**src/rtl/exp_shutter_pkg.sv**
```systemverilog
package exp_shutter_pkg;
  typedef enum logic {
    RD_NORMAL      = 1'b0,
    RD_FRAME_SWEEP = 1'b1
  } rd_mode_e;
endpackage

```
**src/rtl/exp_line_cnt.sv**
```systemverilog
module exp_line_cnt
  import exp_shutter_pkg::*;
#(
  parameter int LC_W    = 6,
  parameter int RD_NORM = 8,
  parameter int RD_FS   = 42
) (
  input  logic     clk,
  input  logic     rst_n,
  input  logic     hr_i,
  input  logic     fr_i,
  input  rd_mode_e mode_i,
  output logic     slot_o
);
  localparam logic [LC_W-1:0] LC_MAX  = '1;
  localparam logic [LC_W-1:0] SLOT_NM = LC_W'(RD_NORM);
  localparam logic [LC_W-1:0] SLOT_FS = LC_W'(RD_FS);

  logic [LC_W-1:0] lc_q, lc_d, lc_inc, slot_line;
  logic            lc_en;

  // next-state: a frame strobe wins over a coincident line strobe
  always_comb begin
    lc_inc    = lc_q + 1'b1;
    lc_en     = fr_i | (hr_i & (lc_q != LC_MAX));
    lc_d      = fr_i ? '0 : lc_inc;
    slot_line = (mode_i == RD_FRAME_SWEEP) ? SLOT_FS : SLOT_NM;
    slot_o    = hr_i & ~fr_i & (lc_inc == slot_line) & (lc_q != LC_MAX);
  end

  always_ff @(posedge clk or negedge rst_n) begin
    if (!rst_n) begin
      lc_q <= '0;
    end else if (lc_en) begin
      lc_q <= lc_d;
    end
  end
endmodule

```
**src/rtl/exp_cfg_regs.sv**
```systemverilog
module exp_cfg_regs
  import exp_shutter_pkg::*;
#(
  parameter int FAST_W = 10,
  parameter int SLOW_W = 5
) (
  input  logic              clk,
  input  logic              rst_n,
  input  logic              ld_i,
  input  logic [FAST_W-1:0] fast_i,
  input  logic [SLOW_W-1:0] slow_i,
  input  logic              dis_i,
  input  rd_mode_e          mode_i,
  input  logic              upd_i,
  output logic [FAST_W-1:0] sh_fast_o,
  output logic [SLOW_W-1:0] sh_slow_o,
  output logic              sh_dis_o,
  output rd_mode_e          sh_mode_o,
  output logic              act_dis_o,
  output rd_mode_e          act_mode_o
);
  // shadow set: written by the load strobe only
  always_ff @(posedge clk or negedge rst_n) begin
    if (!rst_n) begin
      sh_fast_o <= '0;
      sh_slow_o <= '0;
      sh_dis_o  <= 1'b0;
      sh_mode_o <= RD_NORMAL;
    end else if (ld_i) begin
      sh_fast_o <= fast_i;
      sh_slow_o <= slow_i;
      sh_dis_o  <= dis_i;
      sh_mode_o <= mode_i;
    end
  end

  // in-use copies of the bits not held in a counter; copied at a readout
  always_ff @(posedge clk or negedge rst_n) begin
    if (!rst_n) begin
      act_dis_o  <= 1'b0;
      act_mode_o <= RD_NORMAL;
    end else if (upd_i) begin
      act_dis_o  <= sh_dis_o;
      act_mode_o <= sh_mode_o;
    end
  end
endmodule

```
**src/rtl/exp_sweep_ctrl.sv**
```systemverilog
module exp_sweep_ctrl
  import exp_shutter_pkg::*;
#(
  parameter int FAST_W = 10,
  parameter int SLOW_W = 5
) (
  input  logic              clk,
  input  logic              rst_n,
  input  logic              hr_i,
  input  logic              fr_i,
  input  logic              slot_i,
  input  rd_mode_e          act_mode_i,
  input  logic              act_dis_i,
  input  logic [FAST_W-1:0] sh_fast_i,
  input  logic [SLOW_W-1:0] sh_slow_i,
  input  logic              sh_dis_i,
  input  rd_mode_e          sh_mode_i,
  output logic              due_o,
  output logic              sweep_o,
  output logic              readout_o,
  output logic              exposing_o
);
  logic [SLOW_W-1:0] skip_q, skip_d;
  logic [FAST_W-1:0] sc_q, sc_d, sc_nx;
  logic              skip_en, sc_en;
  logic              armed_q, armed_nx;
  logic              sweep_now, dis_nx, exp_d;

  always_comb begin
    due_o     = slot_i & ((act_mode_i == RD_FRAME_SWEEP) | (skip_q == '0));
    sweep_now = hr_i & ~fr_i & ~due_o & (sc_q != '0);

    skip_en = slot_i;
    if (due_o) begin
      skip_d = (sh_mode_i == RD_FRAME_SWEEP) ? '0 : sh_slow_i;
    end else begin
      skip_d = skip_q - 1'b1;
    end

    sc_en = due_o | sweep_now;
    sc_d  = due_o ? sh_fast_i : (sc_q - 1'b1);
    sc_nx = sc_en ? sc_d : sc_q;

    armed_nx = armed_q | due_o;
    dis_nx   = due_o ? sh_dis_i : act_dis_i;
    exp_d    = armed_nx & (sc_nx == '0) & ~dis_nx;
  end

  always_ff @(posedge clk or negedge rst_n) begin
    if (!rst_n) begin
      skip_q <= '0;
    end else if (skip_en) begin
      skip_q <= skip_d;
    end
  end

  always_ff @(posedge clk or negedge rst_n) begin
    if (!rst_n) begin
      sc_q <= '0;
    end else if (sc_en) begin
      sc_q <= sc_d;
    end
  end

  always_ff @(posedge clk or negedge rst_n) begin
    if (!rst_n) begin
      armed_q    <= 1'b0;
      sweep_o    <= 1'b0;
      readout_o  <= 1'b0;
      exposing_o <= 1'b0;
    end else begin
      armed_q    <= armed_nx;
      sweep_o    <= sweep_now;
      readout_o  <= due_o;
      exposing_o <= exp_d;
    end
  end
endmodule

```
**src/rtl/exp_shutter_ctrl.sv**
```systemverilog
module exp_shutter_ctrl
  import exp_shutter_pkg::*;
#(
  parameter int FAST_W       = 10,
  parameter int SLOW_W       = 5,
  parameter int RD_LINE_NORM = 8,
  parameter int RD_LINE_FS   = 42
) (
  input  logic              clk,
  input  logic              rst_n,
  input  logic              hr_i,
  input  logic              fr_i,
  input  logic              cfg_ld_i,
  input  logic [FAST_W-1:0] cfg_fast_i,
  input  logic [SLOW_W-1:0] cfg_slow_i,
  input  logic              cfg_expdis_i,
  input  logic              cfg_mode_i,
  output logic              sweep_o,
  output logic              readout_o,
  output logic              exposing_o
);
  localparam int RD_MAX = (RD_LINE_FS > RD_LINE_NORM) ? RD_LINE_FS : RD_LINE_NORM;
  localparam int LC_W   = $clog2(RD_MAX + 2);

  logic [1:0]        rst_sync;
  logic              rst_q;
  logic              slot, due;
  logic [FAST_W-1:0] sh_fast;
  logic [SLOW_W-1:0] sh_slow;
  logic              sh_dis, act_dis;
  rd_mode_e          sh_mode, act_mode, ld_mode;

  // reset asserts at once, releases after two clock edges
  always_ff @(posedge clk or negedge rst_n) begin
    if (!rst_n) begin
      rst_sync <= 2'b00;
    end else begin
      rst_sync <= {rst_sync[0], 1'b1};
    end
  end
  assign rst_q   = rst_sync[1];
  assign ld_mode = rd_mode_e'(cfg_mode_i);

  exp_line_cnt #(
    .LC_W    (LC_W),
    .RD_NORM (RD_LINE_NORM),
    .RD_FS   (RD_LINE_FS)
  ) u_lines (
    .clk    (clk),
    .rst_n  (rst_q),
    .hr_i   (hr_i),
    .fr_i   (fr_i),
    .mode_i (act_mode),
    .slot_o (slot)
  );

  exp_cfg_regs #(
    .FAST_W (FAST_W),
    .SLOW_W (SLOW_W)
  ) u_cfg (
    .clk        (clk),
    .rst_n      (rst_q),
    .ld_i       (cfg_ld_i),
    .fast_i     (cfg_fast_i),
    .slow_i     (cfg_slow_i),
    .dis_i      (cfg_expdis_i),
    .mode_i     (ld_mode),
    .upd_i      (due),
    .sh_fast_o  (sh_fast),
    .sh_slow_o  (sh_slow),
    .sh_dis_o   (sh_dis),
    .sh_mode_o  (sh_mode),
    .act_dis_o  (act_dis),
    .act_mode_o (act_mode)
  );

  exp_sweep_ctrl #(
    .FAST_W (FAST_W),
    .SLOW_W (SLOW_W)
  ) u_ctrl (
    .clk        (clk),
    .rst_n      (rst_q),
    .hr_i       (hr_i),
    .fr_i       (fr_i),
    .slot_i     (slot),
    .act_mode_i (act_mode),
    .act_dis_i  (act_dis),
    .sh_fast_i  (sh_fast),
    .sh_slow_i  (sh_slow),
    .sh_dis_i   (sh_dis),
    .sh_mode_i  (sh_mode),
    .due_o      (due),
    .sweep_o    (sweep_o),
    .readout_o  (readout_o),
    .exposing_o (exposing_o)
  );
endmodule

```
**config.mk**
```make
export PLATFORM = sky130hd
export DESIGN_NAME = exp_shutter_ctrl
export DESIGN_NICKNAME = d
export VERILOG_FILES = /design/src/rtl/exp_shutter_pkg.sv /design/src/rtl/exp_line_cnt.sv /design/src/rtl/exp_cfg_regs.sv /design/src/rtl/exp_sweep_ctrl.sv /design/src/rtl/exp_shutter_ctrl.sv
export SDC_FILE = /design/constraint.sdc
export NUM_CORES = 1
export LEC_CHECK = 0
export ABC_CLOCK_PERIOD_IN_PS = 1350
export BUFFER_PORTS_ARGS = -buffer_cell sky130_fd_sc_hd__clkbuf_2
export CAP_MARGIN = 20
export CORE_AREA = 5 5 75 77
export CTS_CLUSTER_DIAMETER = 200
export DETAILED_ROUTE_END_ITERATION = 8
export DIE_AREA = 0 0 80 82
export GPL_TIMING_DRIVEN = 0
export PLACE_DENSITY = 0.71
export SYNTH_ARGS = -nofsm -noshare
export SYNTH_HDL_FRONTEND = slang
export SYNTH_SLANG_ARGS = --single-unit
export TNS_END_PERCENT = 100
```
**constraint.sdc**
```tcl
create_clock -name clk -period 1.35 [get_ports clk]
set_input_delay 0.135 -clock clk [delete_from_list [all_inputs] [get_ports clk]]
set_output_delay 0.135 -clock clk [all_outputs]
set_load 0.02 [all_outputs]
```
==> impl_metrics.json, run 1 <==
{
  "clock.fmax_ghz": 0.515,
  "worstPathRequired_ns": 1.54,
  "cts_tree": "done",
  "routed_wl_um": 4550,
  "grt_usage": 0.151,
  "die_w_um": 80,
  "hold_ws_ns": 0.0431,
  "synth.distinct_cells": 52,
  "vias_per_cell": 5.37,
  "grt_max_degree": 45,
  "skew_ns": 0.00603,
  "grt_overflow": 0,
  "drv_slew": 0,
  "design.core.area_um2": 4940,
  "path_class": "flop to flop",
  "fp.dieH_um": 82,
  "clock-sinks": 46,
  "place_congestion": 0.826,
  "drt_iter0_drc": 51,
  "leakage_nw": 1.25,
  "violations": "setup timing",
  "ir_drop_mv": 0.866,
  "hpwlAfterDp_um": 3160,
  "root_buffer": "clkbuf_8",
  "timing.final.crit_share": 1.44,
  "ios": 25,
  "holdCritPathClass": "primary input to flop",
  "critPathLaunchType": "flop",
  "cp.arrival_ns": 2.13,
  "synth_top_cell_by_area": "dfrtp_1",
  "setup_violations": 26,
  "wl_met2_um": 2070,
  "rsz0062_at_grt": "yes",
  "placedInstanceArea_um2": 2620,
  "synth_top_cell_area_share": 0.486,
  "cts_buffers": 5,
  "power_density_nw_per_um2": 1350,
  "end_kind": "flop",
  "syn_area_um2": 2370,
  "ys.flop_type": "dfrtp_1",
  "first_global_vias": 1742,
  "utilization": 0.596,
  "finalWorstSetupSlack_ns": -0.593,
  "hold_viol": 0,
  "layout.nets": 284,
  "grt_pass1_wl_um": 7870,
  "antenna_found_initial": 0,
  "cp_max_fo": 7,
  "cts_max_level": 2,
  "drc": 0,
  "worst_slew_pin_slew_ns": 0.928,
  "num_antenna_cells": 0,
  "met1Wirelength_um": 2260,
  "power_w": 0.00399,
  "finalCriticalPeriod_ns": 1.94,
  "syn_to_final_growth_pct": 24.5,
  "final_layout_size_suffix_gt1_frac": 0.427,
  "die_area_um2": 6560,
  "wl_per_cell_um": 13.8,
  "route.met3.wl_um": 148,
  "synth.area.top_cells": "dfrtp_1, mux2_2, nor2_1",
  "clockBufferDepth": 2,
  "synth_edf_count": 0,
  "ys_seq_area_frac": 0.486,
  "clk_pin_slew_ns": 0.09,
  "highest_layer": "met4",
  "timing.max_cap.violations": 0,
  "synth.avg_cell_area_um2": 10.8,
  "start_util": 0.479,
  "max_slew_margin": 0.382,
  "design_area_um2": 2950,
  "clock_latency_ns": 0.30,
  "port_buffers": 22,
  "rows": 26,
  "async_flop_share": 1.00,
  "status": "complete, but fails checks",
  "netlist_instances": 219,
  "synth.net_count": 244,
  "vias": 1771,
  "antenna_left": 0,
  "yosysWarnings": 0,
  "firstDrtPassIters": 4,
  "synth-seq-cells": 46
}
-- critical path, cell delays in order, from the launching register on --
cell,delay (ns)
dfrtp_1,0.41
buf_4,0.15
nand3_2,0.10
o21a_1,0.23
o211a_1,0.26
o211ai_4,0.32
mux2_2,0.37
-- through the flow --
step	TNS, ns	std cells	worst slack (ns)
after CTS	-12.64	327	-0.614
final	-11.89	330	-0.593
after floorplan	-8.29	219	-0.451
after global routing	-14.85	330	-0.696
after detailed placement	-14.19	311	-0.681
after global placement	-13.71	311	-0.697
-- cell usage in the layout, fill, tap and decap left out, types with 6 or more instances in the layout --
cell / count
nor2_1: 16
nor2_2: 9
a21oi_2: 9
mux2i_1: 6
dfrtp_1: 44
buf_4: 10
clkbuf_2: 22
mux2_2: 17
a21oi_1: 10
nand2_1: 12
inv_1: 9
-- area by class of cell --
cell class	count	area (um^2)
clock buffers	6	72.6
inverters	11	41.3
flip-flops and latches	46	1150
plain buffers	5	37.5
fillers	442	2000
multi-input cells	156	1310
repair buffers	34	206
clock inverters	2	37.5
well taps	70	87.6
-- sequential cells by signal (all words and copies together) (netlist names) --
name               cells
u_ctrl.readout_o       1
u_ctrl.skip_q          5
rst_sync               2
u_ctrl.exposing_o      1
u_cfg.sh_fast_o       10
u_ctrl.sc_q           10
u_ctrl.sweep_o         1
u_cfg.act_dis_o        1
u_cfg.sh_mode_o        1
u_cfg.sh_slow_o        5
u_cfg.act_mode_o       1
u_lines.lc_q           6
u_ctrl.armed_q         1
u_cfg.sh_dis_o         1
-- repair_timing --
action / CTS / global route
hold endpoints to repair: 2 / 0
gates resized for setup: 14 / 17
hold buffers: 1 / 0
endpoints found under the setup margin: 26 / 26
buffers inserted: 7 / 3
pin swaps: 4 / 6
gates cloned: 0 / 1
-- synthesized netlist by cell type, drive strengths merged (2+ instances only) --
cell type	n
dfrtp	46
nor2	27
a21oi	19
mux2	19
nand2	13
o21ai	12
inv	11
nor4	7
mux2i	6
nor3	6
buf	4
nand4	4
xor2	4
and2	3
ha	3
nand2b	3
nand3	3
o31ai	3
xnor2	3
clkbuf	2
-- kinds of logic (layout without fill, tap and decap cells) --
family	count (synthesis)	count (layout)	synth area share
other	1	1	0.00158
DFF	46	46	0.486
xor gates and xnor gates	7	7	0.0259
adders and majority gates	3	3	0.0159
AOI/OAI and AO/OA	43	43	0.129
muxes	25	25	0.116
and+or+nand+nor	77	77	0.191
buffers and inverters	17	58	0.0349
-- layer usage --
layer | global-route usage | vias up
met5 | 0 | -
met4 | 0.0507 | 0
met3 | 0.0296 | 6
met2 | 0.240 | 35
met1 | 0.208 | 871
li1 | - | 859
-- report_power, final --
| part | total [W] | internal (W) | switching, W |
|---|---|---|---|
| Combinational | 0.00105 | 0.000570 | 0.000477 |
| Sequential | 0.00191 | 0.00158 | 0.000335 |
| Clock | 0.00103 | 0.000553 | 0.000478 |
-- path summary, 6_finish.rpt --
kind                                                   from                           to  slack (ns)  depth (start not counted)
worst max-delay path            u_lines.lc_q[0]$_DFFE_PN0P_     u_ctrl.sc_q[1]$_DFF_PN0_       -0.59                          6
worst min-delay path                             cfg_mode_i  u_cfg.sh_mode_o$_DFFE_PN0P_        0.04                          3
worst max register to register  u_lines.lc_q[0]$_DFFE_PN0P_     u_ctrl.sc_q[1]$_DFF_PN0_       -0.59                          6
worst min register to register        rst_sync[0]$_DFF_PN0_        rst_sync[1]$_DFF_PN0_        0.36                          0
max in group asynchronous             rst_sync[1]$_DFF_PN0_  u_lines.lc_q[2]$_DFFE_PN0P_        0.30                          0
min in group asynchronous                             rst_n        rst_sync[1]$_DFF_PN0_        0.16                          2
No activity file was read; power rests on OpenSTA's default activity.
==> run 2, diff against run 1 <==
--- a/config.mk
+++ b/config.mk
@@ -6,7 +6,7 @@
 export NUM_CORES = 1
 export LEC_CHECK = 0
 export ABC_CLOCK_PERIOD_IN_PS = 1350
-export BUFFER_PORTS_ARGS = -buffer_cell sky130_fd_sc_hd__clkbuf_2
+export BUFFER_PORTS_ARGS = -buffer_cell sky130_fd_sc_hd__buf_4
 export CAP_MARGIN = 20
 export CORE_AREA = 5 5 75 77
 export CTS_CLUSTER_DIAMETER = 200
==> run 2 against run 1 <==
The flow still finishes with violations (setup timing). Worst hold slack better by 0.0067 ns. Total power decreased by 0.59%. Register-to-register slack worse by 0.04 ns. Critical path depth down 1. Clock skew decreased by 0.0014 ns. Wire length up 9.4%. Cell count grew 2.7%. Clock power fell by 16%. Non-clock buffer count up 8. Largest cell class unchanged.
==> impl_metrics.json, run 2 (synthesized netlist as in run 1, its figures left out) <==
{
  "status": "complete, but fails checks",
  "violations": "setup timing",
  "design.core.area_um2": 4940,
  "tns_ns": -12.58,
  "port_buffers": 22,
  "grt_pass1_wl_um": 8420,
  "reg2reg_from": "u_ctrl.sc_q[3]$_DFF_PN0_",
  "timing.max_cap.violations": 0,
  "drt_iter0_drc": 63,
  "antenna_found_initial": 0,
  "cts_buffers": 5,
  "fp.dieH_um": 82,
  "hold_ws_ns": 0.0498,
  "finalCriticalPeriod_ns": 1.98,
  "layout_commonest_cell": "dfrtp_1",
  "firstDrtPassIters": 4,
  "rows": 26,
  "seqPwrFrac": 0.483,
  "power_frac_clock": 0.217,
  "end_kind": "flop",
  "die_w_um": 80,
  "p_int_w": 0.00262,
  "cpLargestDelayFamily": "simple AND/OR/NAND/NOR gates",
  "grt_max_degree": 45,
  "ir_drop_mv": 0.671,
  "routed_wl_um": 4970,
  "worst_slew_pin_slew_ns": 0.948,
  "clock-sinks": 46,
  "root_buffer": "clkbuf_8",
  "clock_latency_ns": 0.30,
  "rsz0062_at_grt": "yes",
  "netSwitchingFraction": 0.338,
  "wl_per_cell_um": 14.7,
  "place_congestion": 0.834,
  "cp_max_fo": 5,
  "cts_max_level": 2,
  "grt_overflow": 0,
  "drc": 0,
  "cp-endpoint": "u_ctrl.exposing_o$_DFF_PN0_",
  "layout.nets": 293,
  "start_util": 0.479,
  "critPathLaunchType": "flop",
  "critical_path.startpoint": "u_ctrl.sc_q[3]$_DFF_PN0_",
  "path_class": "flop to flop",
  "cpPeakStageDelay_ns": 0.52,
  "max_slew_margin": 0.368,
  "final_layout_size_suffix_gt1_frac": 0.480,
  "drv_slew": 0,
  "min_path_cells": 3,
  "die_area_um2": 6560,
  "grt_usage": 0.164,
  "slowest_stage": "or4b_4",
  "r2r-end": "u_ctrl.exposing_o$_DFF_PN0_",
  "p_switching_w": 0.00134,
  "r2r_slack_ns": -0.63,
  "ios": 25,
  "power_density_nw_per_um2": 1290,
  "finalWorstSetupSlack_ns": -0.631,
  "top_regs": "u_cfg.sh_fast_o (10), u_ctrl.sc_q (10), u_lines.lc_q (6)",
  "hold_viol": 0,
  "power_w": 0.00397,
  "first_global_vias": 1807,
  "clk_pin_slew_ns": 0.09,
  "skew_ns": 0.00458,
  "worstPathRequired_ns": 1.55,
  "cts_tree": "done",
  "critical_path_buf_inv_count": 0,
  "cp.arrival_ns": 2.18,
  "crit_chain": "nor4_4 -> or4b_4 -> xor2_2 -> nand4_1 -> o31ai_2",
  "setup_violations": 26,
  "timing.final.crit_share": 1.47,
  "leakage_nw": 1.30,
  "fillers": 430,
  "place_ws_ns": -0.753,
  "syn_to_final_growth_pct": 30.1,
  "final_cell_mix": "dfrtp_1, buf_4, mux2_2, nor2_1, nand2_1",
  "antenna_left": 0,
  "reg2reg_depth": 5,
  "hpwlAfterDp_um": 3190,
  "path_depth": 5,
  "clock.fmax_ghz": 0.505,
  "vias": 1790,
  "vias_per_cell": 5.28,
  "comb_power_share": 0.299,
  "holdCritPathClass": "primary input to flop",
  "clockBufferDepth": 2,
  "num_antenna_cells": 0
}
## run 2: cell types whose count changed in the layout (fill, tap and decap cells not counted), sizes merged
cell,previous run,this run
bufinv,1,0
clkinv,0,2
clkbuf,30,7
buf,14,44
nand2b,3,4
## run 2: how the worst min path moves through the flow
stage                  startpoint                              to  slack [ns]
finish                 cfg_mode_i     u_cfg.sh_mode_o$_DFFE_PN0P_        0.05
global route        cfg_fast_i[0]  u_cfg.sh_fast_o[0]$_DFFE_PN0P_        0.04
CTS                    cfg_mode_i     u_cfg.sh_mode_o$_DFFE_PN0P_        0.04
detailed placement          rst_n           rst_sync[0]$_DFF_PN0_       -0.08
global placement            rst_n           rst_sync[0]$_DFF_PN0_       -0.08
floorplan                   rst_n           rst_sync[0]$_DFF_PN0_       -0.16
## run 2: stage by stage
step	std cells	cell area [um^2]	util
finish	339	3080	0.623
global route	339	3080	0.623
CTS	328	2870	0.581
detailed placement	311	2680	0.541
global placement	311	2680	0.541
floorplan	219	2420	-
## run 2: area by class of cell
type | count | area, um^2 | share of cell area
buffer | 5 | 37.5 | 0.0122
timing repair buffer | 42 | 333 | 0.108
sequential | 46 | 1160 | 0.377
clock inverter | 3 | 21.3 | 0.00690
tap | 70 | 87.6 | 0.0284
inverter | 11 | 41.3 | 0.0134
multi-input combinational | 157 | 1330 | 0.432
clock buffer | 5 | 68.8 | 0.0223
## run 2: what timing repair did
item | in CTS | in global routing
gates cloned | 1 | 1
pin swaps | 3 | 11
gates resized for setup | 8 | 30
hold endpoints to repair | 2 | 0
buffers inserted | 7 | 11
setup endpoints to repair | 26 | 26
hold buffers | 1 | 0
## run 2: power by group through the flow
stage | combinational [W] | clock (W) | sequential, W
after floorplan | 0.000706 | 0 | 0.00184
after global placement | 0.000854 | 0 | 0.00189
after detailed placement | 0.000875 | 0 | 0.00190
after CTS | 0.000965 | 0.000885 | 0.00187
after global routing | 0.00133 | 0.000949 | 0.00195
final | 0.00119 | 0.000862 | 0.00192
## run 2: tightest hold or removal path, cell delays in order
cell and delay (ns):
buf_4 0.08, nand2_1 0.04, o21ai_0 0.06
## run 2: per-layer routing
| layer | up-vias | wire (um) | track usage | part of all wire |
|---|---|---|---|---|
| met5 | - | 0 | 0 | 0 |
| met4 | 0 | 71 | 0.0625 | 0.014 |
| met3 | 6 | 174 | 0.0351 | 0.035 |
| met2 | 31 | 2440 | 0.265 | 0.49 |
| met1 | 876 | 2290 | 0.218 | 0.46 |
| li1 | 877 | - | - | - |
==> run 3, diff against run 2 <==
--- a/config.mk
+++ b/config.mk
@@ -8,10 +8,10 @@
 export ABC_CLOCK_PERIOD_IN_PS = 1350
 export BUFFER_PORTS_ARGS = -buffer_cell sky130_fd_sc_hd__buf_4
 export CAP_MARGIN = 20
-export CORE_AREA = 5 5 75 77
+export CORE_AREA = 5 5 86 68
 export CTS_CLUSTER_DIAMETER = 200
 export DETAILED_ROUTE_END_ITERATION = 8
-export DIE_AREA = 0 0 80 82
+export DIE_AREA = 0 0 91 73
 export GPL_TIMING_DRIVEN = 0
 export PLACE_DENSITY = 0.71
 export SYNTH_ARGS = -nofsm -noshare
==> run 3 against run 2 <==
Sequential cell count did not move. Combinational power fell by 6%. The run still ends with setup timing left. Die area rose by 1.3%.
==> impl_metrics.json, run 3 (synthesized netlist as in run 1, its figures left out) <==
{
  "power_density_nw_per_um2": 1290,
  "cts_buffers": 5,
  "end_kind": "flop",
  "die_area_um2": 6640,
  "cp_max_fo": 4,
  "place_congestion": 0.890,
  "ir_drop_mv": 1.04,
  "tns_ns": -13.70,
  "multi_input_area_um2": 1370,
  "drc": 0,
  "fillers": 411,
  "die_w_um": 91,
  "path_class": "flop to flop",
  "clk_pin_slew_ns": 0.09,
  "hpwlAfterDp_um": 3430,
  "drv_slew": 0,
  "grt_util_met1": 0.242,
  "ios": 25,
  "layout_commonest_cell": "dfrtp_1",
  "use_met3": 0.0330,
  "firstDrtPassIters": 4,
  "holdCritPathClass": "primary input to flop",
  "slowest_stage": "dfrtp_2",
  "utilization": 0.626,
  "syn_to_final_growth_pct": 33.2,
  "leakage_nw": 1.31,
  "fp.dieH_um": 73,
  "start_util": 0.470,
  "rows": 23,
  "finalWorstSetupSlack_ns": -0.686,
  "design.core.area_um2": 5040,
  "hold_viol": 0,
  "grt_usage": 0.156,
  "rsz0062_at_grt": "yes",
  "cts_max_level": 2,
  "clock-sinks": 46,
  "timing.final.crit_share": 1.51,
  "final_layout_size_suffix_gt1_frac": 0.489,
  "vias": 1818,
  "clock_latency_ns": 0.29,
  "wl_per_cell_um": 16.2,
  "cpPeakStageDelay_ns": 0.46,
  "antenna_left": 0,
  "clock.fmax_ghz": 0.491,
  "cts_tree": "done",
  "timing.max_cap.violations": 0,
  "violations": "setup timing",
  "status": "complete, but fails checks",
  "setup_violations": 26,
  "ff_latch_area_um2": 1160,
  "min_path_cells": 3,
  "antenna_found_initial": 0,
  "vias_per_cell": 5.51,
  "routed_wl_um": 5340,
  "gr-max-usage-layer": "met1",
  "grt_overflow": 0,
  "num_antenna_cells": 0,
  "first_global_vias": 1756,
  "final_cell_mix": "dfrtp_1, buf_4, nor2_1, mux2_2, nand2_1",
  "crit_chain": "nor4_4 -> buf_4 -> nand2_2 -> and2_4 -> nor4b_2 -> nand4_1 -> o31ai_2",
  "grt_use_met2": 0.225,
  "root_buffer": "clkbuf_8",
  "cp.arrival_ns": 2.23,
  "reg2reg_depth": 7,
  "drt_iter0_drc": 99,
  "top_regs": "u_cfg.sh_fast_o (10), u_ctrl.sc_q (10), u_lines.lc_q (6)",
  "port_buffers": 22,
  "layout.nets": 292,
  "finalCriticalPeriod_ns": 2.04,
  "critPathLaunchType": "flop",
  "max_slew_margin": 0.366,
  "grt_pass1_wl_um": 8460,
  "clockBufferDepth": 2,
  "grt_max_degree": 45,
  "skew_ns": 0.00556,
  "worstPathRequired_ns": 1.55,
  "worst_slew_pin_slew_ns": 0.950
}
==> run 3: cell types whose count changed in the layout (fill, tap and decap cells not counted), moves of 2 or more <==
| cell | before | now |
|---|---|---|
| buf_4 | 37 | 32 |
| buf_6 | 5 | 8 |
| nor2_2 | 9 | 1 |
| nor2_4 | 1 | 10 |
| xor2_1 | 1 | 3 |
| xor2_2 | 3 | 1 |
==> run 3: layout make-up <==
class | count | share of cell area
Buffer | 5 | 0.0119
Sequential cell | 46 | 0.368
Tap cell | 62 | 0.0246
Inverter | 11 | 0.0131
Timing Repair Buffer | 41 | 0.112
Multi-Input combinational cell | 157 | 0.435
Clock buffer | 6 | 0.0230
Clock inverter | 2 | 0.0119
==> run 3: path summary, 6_finish.rpt <==
| kind | start | endpoint | slack, ns |
|---|---|---|---|
| worst min register to register | rst_sync[0]$_DFF_PN0_ | rst_sync[1]$_DFF_PN0_ | 0.35 |
| worst max register to register | u_ctrl.sc_q[4]$_DFF_PN0_ | u_ctrl.exposing_o$_DFF_PN0_ | -0.69 |
| max in group asynchronous | rst_sync[1]$_DFF_PN0_ | u_lines.lc_q[4]$_DFFE_PN0P_ | 0.27 |
| min in group asynchronous | rst_n | rst_sync[1]$_DFF_PN0_ | 0.14 |
| worst min-delay path | cfg_mode_i | u_cfg.sh_mode_o$_DFFE_PN0P_ | 0.05 |
| worst max-delay path | u_ctrl.sc_q[4]$_DFF_PN0_ | u_ctrl.exposing_o$_DFF_PN0_ | -0.69 |
==> run 3: metal layers <==
metal  share of wire  vias to the layer above
li1                -                      877
met1            0.49                      891
met2            0.45                       44
met3           0.047                        6
met4           0.012                        0
met5               0                        -
==> run 3: power breakdown <==
part	switching (W)	total [W]	internal (W)	leakage [nW]
sequential	0.000352	0.00194	0.00159	0.562
combinational	0.000521	0.00112	0.000597	0.699
clock	0.000470	0.00102	0.000553	0.0514
total	0.00134	0.00408	0.00274	1.31
==> run 3: through the flow <==
step / hold slack [ns] / setup slack [ns] / instance area (um^2) / power, W / instances
floorplan: -0.161 / -0.451 / 2420 / 0.00254 / 219
global placement: -0.0814 / -0.704 / 2670 / 0.00276 / 303
detailed placement: -0.0812 / -0.720 / 2670 / 0.00279 / 303
CTS: 0.0421 / -0.618 / 2950 / 0.00391 / 321
global route: 0.0527 / -0.743 / 3150 / 0.00432 / 330
finish: 0.0516 / -0.686 / 3150 / 0.00408 / 330
==> run 3: critical path: cells and delay by family, from the launching register on <==
kind / cells / cell delay, ns
AOI/OAI and AO/OA: 1 / 0.26
buffers and inverters: 1 / 0.18
and+or+nand+nor: 5 / 1.03
DFF: 1 / 0.46
==> run 3: what timing repair did <==
| action | CTS | global route |
|---|---|---|
| pin swaps | 10 | 20 |
| setup buffers | 8 | 9 |
| hold buffers | 1 | 0 |
| cloned | 1 | 2 |
| endpoints found under the setup margin | 26 | 26 |
| endpoints found under the hold margin | 2 | 0 |
| resized for setup | 23 | 33 |
